[src/rtl/adc_seq_pkg.sv]
package adc_seq_pkg;

    typedef enum logic [1:0] {
        ST_IDLE    = 2'd0,
        ST_SAMPLE  = 2'd1,
        ST_CONVERT = 2'd2
    } seq_state_t;

    localparam logic [2:0] TRG_SWCLR = 3'b000;
    localparam logic [2:0] TRG_PIN   = 3'b001;
    localparam logic [2:0] TRG_TIMER = 3'b010;
    localparam logic [2:0] TRG_COUNT = 3'b111;

    typedef struct packed {
        logic sw_rise;
        logic sw_fall;
        logic pin_rise;
        logic tmr;
    } trig_ev_t;

    function automatic logic is_manual(input logic [2:0] code);
        return code == TRG_SWCLR;
    endfunction

endpackage

[src/rtl/adc_tad_gen.sv]
module adc_tad_gen #(
    parameter int DIV_W = 8
) (
    input  logic             clk,
    input  logic             rst,
    input  logic             run,
    input  logic             restart,
    input  logic             use_alt,
    input  logic             alt_tick,
    input  logic [DIV_W-1:0] div,
    output logic             tick
);
    logic [DIV_W-1:0] cnt;
    logic             wrap;

    assign wrap = (cnt >= div);
    assign tick = run && (use_alt ? alt_tick : wrap);

    always_ff @(posedge clk) begin
        if (rst || !run || restart) begin
            cnt <= '0;
        end else if (wrap) begin
            cnt <= '0;
        end else begin
            cnt <= cnt + DIV_W'(1);
        end
    end
endmodule

[src/rtl/adc_edge_det.sv]
module adc_edge_det #(
    parameter int N = 2
) (
    input  logic         clk,
    input  logic         rst,
    input  logic [N-1:0] sig,
    output logic [N-1:0] rise,
    output logic [N-1:0] fall
);
    logic [N-1:0] prev;

    for (genvar i = 0; i < N; i++) begin : g_bit
        always_ff @(posedge clk) begin
            if (rst) prev[i] <= 1'b0;
            else     prev[i] <= sig[i];
        end
        assign rise[i] = sig[i] & ~prev[i];
        assign fall[i] = ~sig[i] & prev[i];
    end
endmodule

[src/rtl/adc_trig_sel.sv]
module adc_trig_sel
    import adc_seq_pkg::*;
(
    input  logic [2:0] trig_sel,
    input  trig_ev_t   ev,
    input  logic       count_hit,
    output logic       fire
);
    always_comb begin
        case (trig_sel)
            TRG_SWCLR: fire = ev.sw_fall;
            TRG_PIN:   fire = ev.pin_rise;
            TRG_TIMER: fire = ev.tmr;
            TRG_COUNT: fire = count_hit;
            default:   fire = 1'b0;
        endcase
    end
endmodule

[src/rtl/adc_seq_ctrl.sv]
module adc_seq_ctrl
    import adc_seq_pkg::*;
#(
    parameter int DIV_W     = 8,
    parameter int SAMP_W    = 5,
    parameter int CONV_TADS = 12
) (
    input  logic              clk,
    input  logic              rst,
    input  logic              enable,
    input  logic              clk_src_alt,
    input  logic              alt_tick,
    input  logic [DIV_W-1:0]  clk_div,
    input  logic [SAMP_W-1:0] samp_time,
    input  logic [2:0]        trig_sel,
    input  logic              auto_samp,
    input  logic              sw_samp,
    input  logic              pin_in,
    input  logic              tmr_match,
    input  logic              done_clr,
    output logic              sample_en,
    output logic              conv_start,
    output logic              result_stb,
    output logic              done
);
    localparam int CONV_CW = $clog2(CONV_TADS);
    localparam logic [CONV_CW-1:0] CONV_LAST = CONV_CW'(CONV_TADS - 1);

    seq_state_t        state, nxt;
    logic              tick, restart, fire, count_hit, conv_end, allow_start;
    logic [SAMP_W-1:0] samp_cnt, samp_eff;
    logic [CONV_CW-1:0] conv_cnt;
    logic [1:0]        rise_v, fall_v;
    trig_ev_t          ev;

    adc_edge_det #(.N(2)) u_edge (
        .clk  (clk),
        .rst  (rst),
        .sig  ({pin_in, sw_samp}),
        .rise (rise_v),
        .fall (fall_v)
    );

    assign ev.sw_rise  = rise_v[0];
    assign ev.sw_fall  = fall_v[0];
    assign ev.pin_rise = rise_v[1];
    assign ev.tmr      = tmr_match;

    adc_tad_gen #(.DIV_W(DIV_W)) u_tad (
        .clk      (clk),
        .rst      (rst),
        .run      (enable),
        .restart  (restart),
        .use_alt  (clk_src_alt),
        .alt_tick (alt_tick),
        .div      (clk_div),
        .tick     (tick)
    );

    assign samp_eff  = (samp_time == '0) ? SAMP_W'(1) : samp_time;
    assign count_hit = (state == ST_SAMPLE) && tick &&
                       (({1'b0, samp_cnt} + (SAMP_W+1)'(1)) >= {1'b0, samp_eff});
    assign conv_end  = (state == ST_CONVERT) && tick && (conv_cnt == CONV_LAST);
    assign allow_start = auto_samp ||
                         (ev.sw_rise && !(is_manual(trig_sel) && done));

    adc_trig_sel u_trig (
        .trig_sel  (trig_sel),
        .ev        (ev),
        .count_hit (count_hit),
        .fire      (fire)
    );

    always_comb begin
        nxt = state;
        case (state)
            ST_IDLE:    if (allow_start) nxt = ST_SAMPLE;
            ST_SAMPLE:  if (fire)        nxt = ST_CONVERT;
            ST_CONVERT: if (conv_end)    nxt = auto_samp ? ST_SAMPLE : ST_IDLE;
            default:    nxt = ST_IDLE;
        endcase
        if (!enable) nxt = ST_IDLE;
    end

    assign restart   = (nxt != state);
    assign sample_en = (state == ST_SAMPLE);

    always_ff @(posedge clk) begin
        if (rst || !enable) begin
            state      <= ST_IDLE;
            samp_cnt   <= '0;
            conv_cnt   <= '0;
            conv_start <= 1'b0;
            result_stb <= 1'b0;
            done       <= 1'b0;
        end else begin
            state      <= nxt;
            conv_start <= (nxt == ST_CONVERT) && (state != ST_CONVERT);
            result_stb <= conv_end;
            if (restart)
                samp_cnt <= '0;
            else if (sample_en && tick)
                samp_cnt <= samp_cnt + SAMP_W'(1);
            if (restart)
                conv_cnt <= '0;
            else if ((state == ST_CONVERT) && tick)
                conv_cnt <= conv_cnt + CONV_CW'(1);
            if (conv_end)
                done <= 1'b1;
            else if (done_clr)
                done <= 1'b0;
        end
    end
endmodule

[config.mk]
export PLATFORM = sky130hd
export DESIGN_NAME = adc_seq_ctrl
export DESIGN_NICKNAME = d
export VERILOG_FILES = /design/src/rtl/adc_seq_pkg.sv /design/src/rtl/adc_tad_gen.sv /design/src/rtl/adc_edge_det.sv /design/src/rtl/adc_trig_sel.sv /design/src/rtl/adc_seq_ctrl.sv
export SDC_FILE = /design/constraint.sdc
export NUM_CORES = 1
export LEC_CHECK = 0
export BUFFER_PORTS_ARGS = -buffer_cell sky130_fd_sc_hd__buf_2
export CAP_MARGIN = 30
export CORE_MARGIN = 2
export CORE_UTILIZATION = 49
export CTS_CLUSTER_DIAMETER = 80
export DETAILED_ROUTE_END_ITERATION = 7
export PLACE_DENSITY = 0.73
export SYNTH_ARGS = -nofsm -noshare
export SYNTH_HDL_FRONTEND = slang
export SYNTH_HIERARCHICAL = 1
export SYNTH_SLANG_ARGS = --single-unit
[constraint.sdc]
create_clock -name clk -period 3.7 [get_ports clk]
set_input_delay 0.185 -clock clk [delete_from_list [all_inputs] [get_ports clk]]
set_output_delay 0.185 -clock clk [all_outputs]
set_load 0.1 [all_outputs]
==> flow_summary.yaml <==
min_path:
  hold_class: "input port to flop"
floorplanning:
  die_x_um: 60.20
  num_io_pins: 30
  fp-row-count: 20
  die_area_mm2: 0.003624
  start_util_pct: 51.12
  die_y_um: 60.20
  core_area_mm2: 0.003028
cts:
  root_buffer: "clkbuf_4"
  clk_pin_slew_ns: 0.14
  clkLatencyLatePin_ns: 0.31
  cts_buffers: 3
  h-tree-depth: 1
  hold_buffers: 0
  cts_tree: "yes"
  numClockSinks: 24
  clk_path_buf_depth: 2
power_and_ir_drop:
  intPower_uw: 355.3
  switchingPower_uw: 122.7
  seqPwrFrac_pct: 55.4
  power_density_mw_per_mm2: 261.1
  power_frac_clock_pct: 28.9
  leakagePower_nw: 0.8141
  peakVddDrop_v: 0.0002011
  p_sw_share_pct: 25.67
  pwr-share-comb_pct: 15.8
  finalPower_uw: 477.9
global_route:
  grt_usage_pct: 19.61
  grt_pass1_wl_mm: 5.492
  grt_pass1_vias: 1293
  grt-ovfl-total: 0
  antenna_found_initial: 0
  grt_start_max_net_pins: 14
synth:
  yosysWarnings: 6
  avgSynthCellArea_um2: 8.458
  synth.cell_area_mm2: 0.001548
  syn_nets: 225
  syn_inst: 183
sta:
  min_period_ns: 3.483
  max-slew-margin-rel_pct: 67.68
  fin_ws_ns: 0.2172
  fmax_mhz: 287.1
  period_share_pct: 94.13
  final_max_slew_viol_count: 0
  worst_pin_slew_ns: 0.4882
  hold_violations: 0
  setup_violations: 0
  finalClockSkew_ns: 0.007263
routing:
  drc: 0
  wirelength_mm: 3.169
  viasPerCell: 5.161
  drt_iter0_drc: 15
  first_pass_iters: 4
  route.vias.total: 1347
  wl_per_cell_um: 12.14
  postRouteAntennaNets: 0
final_layout:
  drive_gt1_share_pct: 22.58
  n_antenna_cell: 0
  final_common_cell: "buf_2"
  final_cell_mix: "buf_2, nor2_1, dfxtp_1"
  layout.nets: 260
  areaGrowthSynthToFinish_pct: 18.27
placed_design:
  port_buffers: 29
  hpwl_mm: 2.524
  post-place-ws_ns: 0.01941
  gp_congestion: 0.8221
critical_path:
  cp_data_arrival_time_ns: 3.74
  critPathRequiredTime_ns: 3.96
  start_kind: "flop"
  worstSetupEndpointType: "flop"
  cp_max_fo: 7
  critPathKind: "flop to flop"
run_status:
  status: "finished clean"
run:
  cap_violations: 0
-- worst max-delay path: stages, from the launching register on --
cell and delay (ns):
dfxtp_1 0.37, ha_1 0.28, o21a_1 0.11, a21oi_1 0.11, or3_1 0.41, a31oi_2 0.20
nand2_1 0.14, a211oi_2 0.20, nand4_1 0.14, o311ai_2 0.14, and2_4 0.23, nor4b_1 0.05
nor3_2 0.19, a21oi_1 0.08, nand2b_1 0.17, a2111oi_4 0.29, o31ai_4 0.18, nor2_1 0.14
-- stage by stage --
step           setup TNS, ns  hold WS [ns]  util (%)  cell area, µm²  instances
2_1_floorplan              0        0.2566         -            1548        183
3_3_place_gp               0        0.4107     58.06            1758        257
3_5_place_dp               0        0.4120     58.06            1758        257
4_1_cts                    0       0.07835     60.12            1821        261
5_1_grt             -0.02301        0.1134     60.45            1831        261
6_report                   0       0.08344     60.45            1831        261
-- state kept, by name (all words and copies together) (netlist names) --
register     flops
u_tad/cnt        8
samp_cnt         5
conv_cnt         4
state            2
u_edge/prev      2
conv_start       1
done             1
result_stb       1
-- path summary, 6_finish.rpt --
check                     from        endpoint  slack, ns  cells past startpoint
setup / recovery  u_tad/cnt[4]    u_tad/cnt[3]       0.22                     17
hold / removal          pin_in  u_edge/prev[1]       0.08                      2
setup reg to reg  u_tad/cnt[4]    u_tad/cnt[3]       0.22                     17
hold reg to reg   u_tad/cnt[0]    u_tad/cnt[0]       0.45                      1
-- layout make-up --
| cell class | count | area (µm²) |
|---|---|---|
| fill | 276 | 1197 |
| tap | 44 | 55.05 |
| sequential | 24 | 481.7 |
| multi-input combinational | 144 | 1041 |
| inverter | 13 | 48.80 |
| timing repair buffer | 32 | 167.7 |
| clock buffer | 4 | 36.28 |
-- power by group through the flow --
stage	clock network, mW	logic, mW	registers [mW]
4_1_cts	0.143	0.0753	0.264
2_1_floorplan	0	0.0436	0.269
3_5_place_dp	0	0.0723	0.270
6_report	0.138	0.0754	0.265
3_3_place_gp	0	0.0716	0.270
5_1_grt	0.151	0.0849	0.265
-- routing by layer --
| metal | part of all wire, % | up-vias | global-route usage, % | wire [µm] |
|---|---|---|---|---|
| met5 | 0 | - | 0 | 0 |
| met4 | 0.60 | 0 | 4.762 | 19 |
| met3 | 3.9 | 2 | 2.381 | 124 |
| met2 | 46 | 27 | 31.83 | 1453 |
| met1 | 50 | 609 | 27.50 | 1572 |
| li1 | - | 709 | - | - |
-- what timing repair did --
| action | CTS | global route |
|---|---|---|
| setup endpoints to repair | 6 | 8 |
| setup buffers | 0 | 0 |
| pin swaps | 0 | 1 |
| gates resized for setup | 3 | 3 |
(Power assumes the default switching activity.)
